==> config.mk <==
export PLATFORM = sky130hd
export DESIGN_NAME = tgt_buffer
export DESIGN_NICKNAME = d
export VERILOG_FILES = /design/src/rtl/tgt_buffer_pkg.sv /design/src/rtl/tgt_buffer_rst_sync.sv /design/src/rtl/tgt_buffer_lfsr.sv /design/src/rtl/tgt_buffer_match.sv /design/src/rtl/tgt_buffer_victim.sv /design/src/rtl/tgt_buffer.sv
export SDC_FILE = /design/constraint.sdc
export NUM_CORES = 2
export LEC_CHECK = 0
export BUFFER_PORTS_ARGS = -buffer_cell sky130_fd_sc_hd__buf_4
export CORE_ASPECT_RATIO = 0.5
export CORE_MARGIN = 2
export CORE_UTILIZATION = 48
export DETAILED_ROUTE_END_ITERATION = 8
export HOLD_SLACK_MARGIN = 0.1
export PLACE_DENSITY = 0.62
export SYNTH_ARGS = -nofsm -noshare
export SYNTH_HDL_FRONTEND = slang
export SYNTH_SLANG_ARGS = --single-unit
export TNS_END_PERCENT = 5
==> constraint.sdc <==
create_clock -name clk_i -period 5.6 [get_ports clk_i]
set_input_delay 1.68 -clock clk_i [delete_from_list [all_inputs] [get_ports clk_i]]
set_output_delay 1.68 -clock clk_i [all_outputs]
set_load 0.02 [all_outputs]
==> src/rtl/tgt_buffer_pkg.sv <==
package tgt_buffer_pkg;

  typedef enum logic {
    REPL_RANDOM = 1'b0,
    REPL_MRU    = 1'b1
  } repl_e;

endpackage

==> src/rtl/tgt_buffer_rst_sync.sv <==
module tgt_buffer_rst_sync #(
  parameter int STAGES = 2
) (
  input  logic clk_i,
  input  logic rst_ni,
  output logic rst_no
);

  logic [STAGES-1:0] chain_q;
  logic [STAGES-1:0] chain_d;

  always_comb begin
    chain_d = {chain_q[STAGES-2:0], 1'b1};
  end

  always_ff @(posedge clk_i or negedge rst_ni) begin
    if (!rst_ni) begin
      chain_q <= '0;
    end else begin
      chain_q <= chain_d;
    end
  end

  assign rst_no = chain_q[STAGES-1];

endmodule

==> src/rtl/tgt_buffer_lfsr.sv <==
module tgt_buffer_lfsr #(
  parameter int             W    = 16,
  parameter logic [W-1:0]   TAPS = 16'hB400,
  parameter logic [W-1:0]   SEED = 16'h0001
) (
  input  logic         clk_i,
  input  logic         rst_ni,
  output logic [W-1:0] state_o
);

  logic [W-1:0] state_q;
  logic [W-1:0] state_d;

  always_comb begin
    state_d = (state_q >> 1) ^ (state_q[0] ? TAPS : '0);
  end

  always_ff @(posedge clk_i or negedge rst_ni) begin
    if (!rst_ni) begin
      state_q <= SEED;
    end else begin
      state_q <= state_d;
    end
  end

  assign state_o = state_q;

  // A Galois LFSR seeded non-zero never reaches the all-zero lock-up state.
  a_lfsr_never_zero: assert property (@(posedge clk_i) disable iff (!rst_ni)
    state_q != '0);

endmodule

==> src/rtl/tgt_buffer_match.sv <==
module tgt_buffer_match #(
  parameter int WAYS  = 4,
  parameter int TAG_W = 26,
  parameter int WAY_W = 2
) (
  input  logic [WAYS-1:0]            vld_i,
  input  logic [WAYS-1:0][TAG_W-1:0] tag_i,
  input  logic [TAG_W-1:0]           key_i,
  output logic [WAYS-1:0]            oh_o,
  output logic                       hit_o,
  output logic [WAY_W-1:0]           way_o
);

  for (genvar w = 0; w < WAYS; w++) begin : g_cmp
    assign oh_o[w] = vld_i[w] && (tag_i[w] == key_i);
  end

  assign hit_o = |oh_o;

  always_comb begin
    way_o = '0;
    for (int w = 0; w < WAYS; w++) begin
      if (oh_o[w]) begin
        way_o = WAY_W'(w);
      end
    end
  end

endmodule

==> src/rtl/tgt_buffer_victim.sv <==
module tgt_buffer_victim
  import tgt_buffer_pkg::*;
#(
  parameter int    SETS   = 16,
  parameter int    WAYS   = 4,
  parameter int    IDX_W  = 4,
  parameter int    WAY_W  = 2,
  parameter repl_e REPL   = REPL_MRU,
  parameter int    LFSR_W = 16
) (
  input  logic             clk_i,
  input  logic             rst_ni,
  input  logic [WAYS-1:0]  row_vld_i,
  input  logic [IDX_W-1:0] row_set_i,
  input  logic             ta_en_i,
  input  logic [IDX_W-1:0] ta_set_i,
  input  logic [WAY_W-1:0] ta_way_i,
  input  logic             tb_en_i,
  input  logic [IDX_W-1:0] tb_set_i,
  input  logic [WAY_W-1:0] tb_way_i,
  output logic [WAY_W-1:0] victim_o
);

  logic             free_any;
  logic [WAY_W-1:0] free_way;
  logic [WAY_W-1:0] policy_way;

  // Lowest-numbered empty way wins over any policy choice.
  always_comb begin
    free_any = 1'b0;
    free_way = '0;
    for (int w = WAYS - 1; w >= 0; w--) begin
      if (!row_vld_i[w]) begin
        free_any = 1'b1;
        free_way = WAY_W'(w);
      end
    end
  end

  if (REPL == REPL_MRU) begin : g_mru
    logic [SETS-1:0][WAYS-1:0] mru_q;
    logic [SETS-1:0][WAYS-1:0] mru_d;
    logic [SETS-1:0]           mru_en;

    always_comb begin
      logic [WAYS-1:0] mask;
      logic [WAYS-1:0] merged;
      mru_d  = mru_q;
      mru_en = '0;
      for (int s = 0; s < SETS; s++) begin
        mask = '0;
        if (ta_en_i && (ta_set_i == IDX_W'(s))) mask[ta_way_i] = 1'b1;
        if (tb_en_i && (tb_set_i == IDX_W'(s))) mask[tb_way_i] = 1'b1;
        merged = mru_q[s] | mask;
        if (|mask) begin
          mru_en[s] = 1'b1;
          mru_d[s]  = (&merged) ? mask : merged;
        end
      end
    end

    always_ff @(posedge clk_i or negedge rst_ni) begin
      if (!rst_ni) begin
        mru_q <= '0;
      end else begin
        for (int s = 0; s < SETS; s++) begin
          if (mru_en[s]) mru_q[s] <= mru_d[s];
        end
      end
    end

    always_comb begin
      policy_way = '0;
      for (int w = WAYS - 1; w >= 0; w--) begin
        if (!mru_q[row_set_i][w]) policy_way = WAY_W'(w);
      end
    end

    if (WAYS > 1) begin : g_chk
      // the per-set MRU bits never all read 1, so a victim with bit 0 exists.
      a_r8_mru_headroom: assert property (@(posedge clk_i) disable iff (!rst_ni)
        tb_en_i |-> !(&mru_q[row_set_i]));
    end
  end else begin : g_rand
    logic [LFSR_W-1:0] lfsr_state;

    tgt_buffer_lfsr #(
      .W    (LFSR_W),
      .TAPS (LFSR_W'(16'hB400)),
      .SEED (LFSR_W'(1))
    ) u_lfsr (
      .clk_i   (clk_i),
      .rst_ni  (rst_ni),
      .state_o (lfsr_state)
    );

    assign policy_way = WAY_W'(lfsr_state % LFSR_W'(WAYS));
  end

  assign victim_o = free_any ? free_way : policy_way;

  // while the indexed set has an empty way, the chosen way is empty.
  a_r7_prefer_empty: assert property (@(posedge clk_i) disable iff (!rst_ni)
    (tb_en_i && !(&row_vld_i)) |-> !row_vld_i[victim_o]);

endmodule

==> src/rtl/tgt_buffer.sv <==
module tgt_buffer
  import tgt_buffer_pkg::*;
#(
  parameter int    ADDR_W = 32,
  parameter int    SETS   = 16,
  parameter int    WAYS   = 4,
  parameter int    OFF_W  = 2,
  parameter repl_e REPL   = REPL_MRU
) (
  input  logic              clk_i,
  input  logic              rst_ni,
  input  logic              lk_valid_i,
  input  logic [ADDR_W-1:0] lk_addr_i,
  input  logic              lk_taken_i,
  output logic              lk_hit_o,
  output logic              lk_redirect_o,
  output logic              lk_cond_o,
  output logic [ADDR_W-1:0] lk_target_o,
  input  logic              rs_valid_i,
  input  logic [ADDR_W-1:0] rs_addr_i,
  input  logic              rs_cond_i,
  input  logic [ADDR_W-1:0] rs_target_i
);

  localparam int IDX_W = $clog2(SETS);
  localparam int WAY_W = (WAYS > 1) ? $clog2(WAYS) : 1;
  localparam int TAG_W = ADDR_W - OFF_W - IDX_W;

  logic rst_n;

  tgt_buffer_rst_sync #(.STAGES(2)) u_rst_sync (
    .clk_i  (clk_i),
    .rst_ni (rst_ni),
    .rst_no (rst_n)
  );

  // Table storage: valid bits are reset, payload is not.
  logic [SETS-1:0][WAYS-1:0]             vld_q;
  logic [SETS-1:0][WAYS-1:0][TAG_W-1:0]  tag_q;
  logic [SETS-1:0][WAYS-1:0]             cond_q;
  logic [SETS-1:0][WAYS-1:0][ADDR_W-1:0] tgt_q;

  // ---------------- probe side ----------------
  logic [IDX_W-1:0] lk_set;
  logic [TAG_W-1:0] lk_tag;
  logic [WAYS-1:0]  lk_oh;
  logic             lk_match;
  logic [WAY_W-1:0] lk_way;

  assign lk_set = lk_addr_i[OFF_W +: IDX_W];
  assign lk_tag = lk_addr_i[ADDR_W-1 -: TAG_W];

  tgt_buffer_match #(.WAYS(WAYS), .TAG_W(TAG_W), .WAY_W(WAY_W)) u_lk_match (
    .vld_i (vld_q[lk_set]),
    .tag_i (tag_q[lk_set]),
    .key_i (lk_tag),
    .oh_o  (lk_oh),
    .hit_o (lk_match),
    .way_o (lk_way)
  );

  logic              lk_hit_d;
  logic              lk_redir_d;
  logic              lk_cond_d;
  logic [ADDR_W-1:0] lk_tgt_d;

  always_comb begin
    lk_hit_d   = lk_valid_i && lk_match;
    lk_cond_d  = lk_hit_d && cond_q[lk_set][lk_way];
    lk_redir_d = lk_hit_d && (!cond_q[lk_set][lk_way] || lk_taken_i);
    lk_tgt_d   = lk_redir_d ? tgt_q[lk_set][lk_way] : '0;
  end

  always_ff @(posedge clk_i or negedge rst_n) begin
    if (!rst_n) begin
      lk_hit_o      <= 1'b0;
      lk_redirect_o <= 1'b0;
      lk_cond_o     <= 1'b0;
      lk_target_o   <= '0;
    end else begin
      lk_hit_o      <= lk_hit_d;
      lk_redirect_o <= lk_redir_d;
      lk_cond_o     <= lk_cond_d;
      lk_target_o   <= lk_tgt_d;
    end
  end

  // ---------------- resolve side ----------------
  logic [IDX_W-1:0] rs_set;
  logic [TAG_W-1:0] rs_tag;
  logic [WAYS-1:0]  rs_oh;
  logic             rs_match;
  logic [WAY_W-1:0] rs_way;
  logic [WAY_W-1:0] victim_way;

  assign rs_set = rs_addr_i[OFF_W +: IDX_W];
  assign rs_tag = rs_addr_i[ADDR_W-1 -: TAG_W];

  tgt_buffer_match #(.WAYS(WAYS), .TAG_W(TAG_W), .WAY_W(WAY_W)) u_rs_match (
    .vld_i (vld_q[rs_set]),
    .tag_i (tag_q[rs_set]),
    .key_i (rs_tag),
    .oh_o  (rs_oh),
    .hit_o (rs_match),
    .way_o (rs_way)
  );

  logic             upd_en;
  logic             fill_en;
  logic [WAY_W-1:0] wr_way;

  always_comb begin
    upd_en  = rs_valid_i && rs_match;
    fill_en = rs_valid_i && !rs_match;
    wr_way  = rs_match ? rs_way : victim_way;
  end

  tgt_buffer_victim #(
    .SETS  (SETS),
    .WAYS  (WAYS),
    .IDX_W (IDX_W),
    .WAY_W (WAY_W),
    .REPL  (REPL)
  ) u_victim (
    .clk_i     (clk_i),
    .rst_ni    (rst_n),
    .row_vld_i (vld_q[rs_set]),
    .row_set_i (rs_set),
    .ta_en_i   (lk_hit_d),
    .ta_set_i  (lk_set),
    .ta_way_i  (lk_way),
    .tb_en_i   (rs_valid_i),
    .tb_set_i  (rs_set),
    .tb_way_i  (wr_way),
    .victim_o  (victim_way)
  );

  always_ff @(posedge clk_i or negedge rst_n) begin
    if (!rst_n) begin
      vld_q <= '0;
    end else if (fill_en) begin
      vld_q[rs_set][victim_way] <= 1'b1;
    end
  end

  always_ff @(posedge clk_i) begin
    if (rs_valid_i) begin
      tgt_q[rs_set][wr_way] <= rs_target_i;
    end
    if (fill_en) begin
      tag_q[rs_set][victim_way]  <= rs_tag;
      cond_q[rs_set][victim_way] <= rs_cond_i;
    end
  end

  // ---------------- assertions ----------------
  // a probed set never holds two valid copies of one tag.
  a_r1_single_match: assert property (@(posedge clk_i) disable iff (!rst_n)
    lk_valid_i |-> $onehot0(lk_oh));

  // no probe means quiet outputs in the next cycle.
  a_r4_idle_quiet: assert property (@(posedge clk_i) disable iff (!rst_n)
    !lk_valid_i |=> (!lk_hit_o && !lk_redirect_o && lk_target_o == '0));

  // a conditional entry never redirects without a taken prediction.
  a_r3_cond_gated: assert property (@(posedge clk_i) disable iff (!rst_n)
    (lk_valid_i && !lk_taken_i) |=> !(lk_redirect_o && lk_cond_o));

  // a fill leaves a valid entry with the resolved tag in the chosen way.
  a_r5_fill_lands: assert property (@(posedge clk_i) disable iff (!rst_n)
    fill_en |=> (vld_q[$past(rs_set)][$past(victim_way)] &&
                 tag_q[$past(rs_set)][$past(victim_way)] == $past(rs_tag)));

  // an update keeps the entry valid and stores the new target.
  a_r6_update_lands: assert property (@(posedge clk_i) disable iff (!rst_n)
    upd_en |=> (vld_q[$past(rs_set)][$past(rs_way)] &&
                tgt_q[$past(rs_set)][$past(rs_way)] == $past(rs_target_i)));

endmodule

==> summary.md <==
| Metric | Value |
|---|---|
| CTS tree | built |
| Async SR Flop Fraction | around 4.2% |
| # DRC | 0 |
| Yosys top cell area share | 65.7% |
| Synth Flop Type | edfxtp_1 |
| Placer Congestion | 1.00 |
| Status | finished, final reports clean |
| Cts bufs inserted | roughly 360 |
| H-tree levels | 5 |
| Syn Std Cell Area | 0.173 sq mm |
| Routed wire length | 583000 um |
| Hold Violations, Final | 0 |
| Worst min-delay path class | flip-flop to async pin |
| Initial Utilization | 48.3% |
| Power Density | 318 mW/mm^2 |
| Cells after Synth | around 9000 |
| Die ar. | 0.365 sq mm |
| Fraction of layout cells with a size suffix above 1 | between 30% and 40% |
| Chip width | 852 um |
| Clock Tree Root | clkbuf_16 |
| Via count | 103000 |
| Rows | 155 |
| Final core utilization | 57.9% |
| Cell with the most instances after synthesis | edfxtp_1 |
| Setup TNS | 0 ps |
| Seq/Total Area, Yosys | 68.1% |
| Clk slew on worst S/H paths | around 70 ps |
| Req. time, crit path | 6250 ps |
| Wirelength per Cell | 37.5 um |
| Mean number of vias per cell | 6.61 |
| Maximum vdd drop | 261 uV |
| RSZ-0062 raised after global routing | true |
| Leak | 69.4 nW |
| Post-synth EDFFs | 3776 |
| Post-Syn Area per Cell | 19.3 sq um |
| Synthesis Warnings | 0 |
| IO buf count | 132 |
| CTS max path bufs | 4 |
| Initial antenna violation count | 14 |
| Commonest cells post-synth | edfxtp_1, mux4_2, mux2i_1, nor2_1, clkbuf_1 |
| Slew @ Worst Pin | 1040 ps |
| Core Region | approximately 0.36 sq mm |
| Clk_lat worst skew | 970 ps |
| Worst Skew | 66.5 ps |
| Drt initial violations | 14700 |
| Area Growth Syn to Fin | 19.9% |
| DRT antenna net count | 0 |
| Pin count of the biggest net entering global routing | about 130 |
| Die H | 428 um |
| Final Max Slew Viols | 0 |
| GRT Overall Usage | 31.5% |
| Max Cap Violations | 0 |
| Ports | 137 |
| Max Fanout on Critical Path | 18 |
| CP endpoint kind | flip-flop |
| CP arrival | between 6000 and 7000 ps |
| Post-Syn Nets | about 9000 |
| Maximum achievable frequency | 0.179 GHz |
| HPWL after DPL | 397000 um |
| Clk sinks | 3941 |
| Synth area leader | edfxtp_1 |
| Minimum clock period | 5590 ps |
| Largest cells by area after synthesis | edfxtp_1, mux4_2, mux2i_1 |
| TritonRoute pass-1 iters | 7 |
| GRT overflow | 0 |
| Worst Setup Path Type | input port to flip-flop |
| Vias in the first global route | roughly 100k |
| Unique masters post-synth | 99 |
| R2R Setup Slk | 650 ps |
| Startpoint types | input port |
| Final setup viols | 0 |
| Total Nets Final | 10600 |
| #FFs+latches synth | 3941 |
| Tcrit/Tclk final | 99.9% |
| First-pass GRT wire length | 805000 um |
| Slew headroom | 30.4% |
cell families (layout without fill, tap and decap cells):
family	after synthesis	in the layout	share of synthesized area, %
simple gates	1059	1059	3.14
mux	2039	2039	21.5
other cells	1	3	0.00217
xor+xnor	217	217	1.10
compound gates	966	966	4.02
buf+inv	703	2526	2.12
flops	3941	3941	68.1
what timing repair did:
item	CTS	global route
setup endpoints to repair	14	130
resized for setup	2	16
hold endpoints to repair	0	0
pin swaps	0	1
buffers inserted	0	0
hold buffers	0	0
metal layers:
metal,part of all wire (%),GRT usage (%),up-vias
li1,-,-,40700
met1,39,44.4,54800
met2,46,48.4,5985
met3,10,7.06,1075
met4,4.7,12.3,8
met5,0.0096,0,-
registers in the layout (all words and copies together) (netlist names):
| register | flops |
|---|---|
| vld_q | 64 |
| tgt_q | 2048 |
| lk_hit_o | 1 |
| u_rst_sync.chain_q | 2 |
| u_victim.g_mru.mru_q | 64 |
| cond_q | 64 |
| lk_target_o | 32 |
| tag_q | 1664 |
| lk_cond_o | 1 |
| lk_redirect_o | 1 |
critical path, stage by stage:
cell and delay [ps]:
buf_8 320, buf_4 330, nand2_1 310, buf_4 280, o22ai_1 460, o21ai_0 200
a32oi_1 300, a21oi_1 70, and4b_1 420, and3_1 330, nand4bb_4 290, and2_2 260
buf_12 180, nor2_4 440, buf_4 290
worst paths after layout:
check,start,depth (start not counted),to
max in group asynchronous,u_rst_sync.chain_q[1],1,vld_q[15]
min,u_rst_sync.chain_q[1],0,lk_target_o[13]
max reg2reg,tag_q[968],15,lk_target_o[17]
max,rs_addr_i[2],15,tgt_q[1754]
min in group clk_i,u_rst_sync.chain_q[0],0,u_rst_sync.chain_q[1]
min reg2reg,u_rst_sync.chain_q[1],0,lk_target_o[13]
cells in the final DEF, fill, tap and decap left out, drive strengths merged, types with 39 or more instances in the layout:
cell    count
nand3      74
xor2       60
a221oi     60
clkbuf    437
or2        50
xnor2     157
nand4      67
nor3       69
dfrtp     165
nand2     186
clkinv    153
o21ai      79
o22ai     174
buf      1781
edfxtp   3776
a22oi     121
mux4     1319
a21oi     121
mux2      185
a211oi     39
o211ai     54
inv       103
mux2i     535
nor2      354
through the flow:
stage                     hold slack (ps)  total power, mW  setup slack [ps]  area (sq um)  cells
after floorplan                       331             37.6              -223        174000   8926
after global placement                337             41.3             -1140        195000  14900
after detailed placement              359             41.4             -1180        195000  14900
after CTS                             371             66.0              47.7        207000  15500
after global routing                  383             67.5             -32.4        207000  15500
final                                 345             65.9              6.55        207000  15500
area by class of cell:
cell class	count	area, sq um
clock inverter	210	2040
fill	26500	150000
clock buffer	437	9510
multi-input combinational	4282	52900
inverter	98	384
tap	4788	5990
timing repair buffer	1781	18600
antenna	2	5.00
sequential	3941	118000
power by group:
part / leakage [nW] / total [mW] / switching, mW / internal (mW)
Combinational: 27.9 / 7.73 / 4.54 / 3.19
Sequential: 35.9 / 33.2 / 0.304 / 32.9
Clock: 5.64 / 25.0 / 11.2 / 13.8
Total: 69.4 / 65.9 / 16.1 / 49.8
Power figures use the tool's default switching activity.
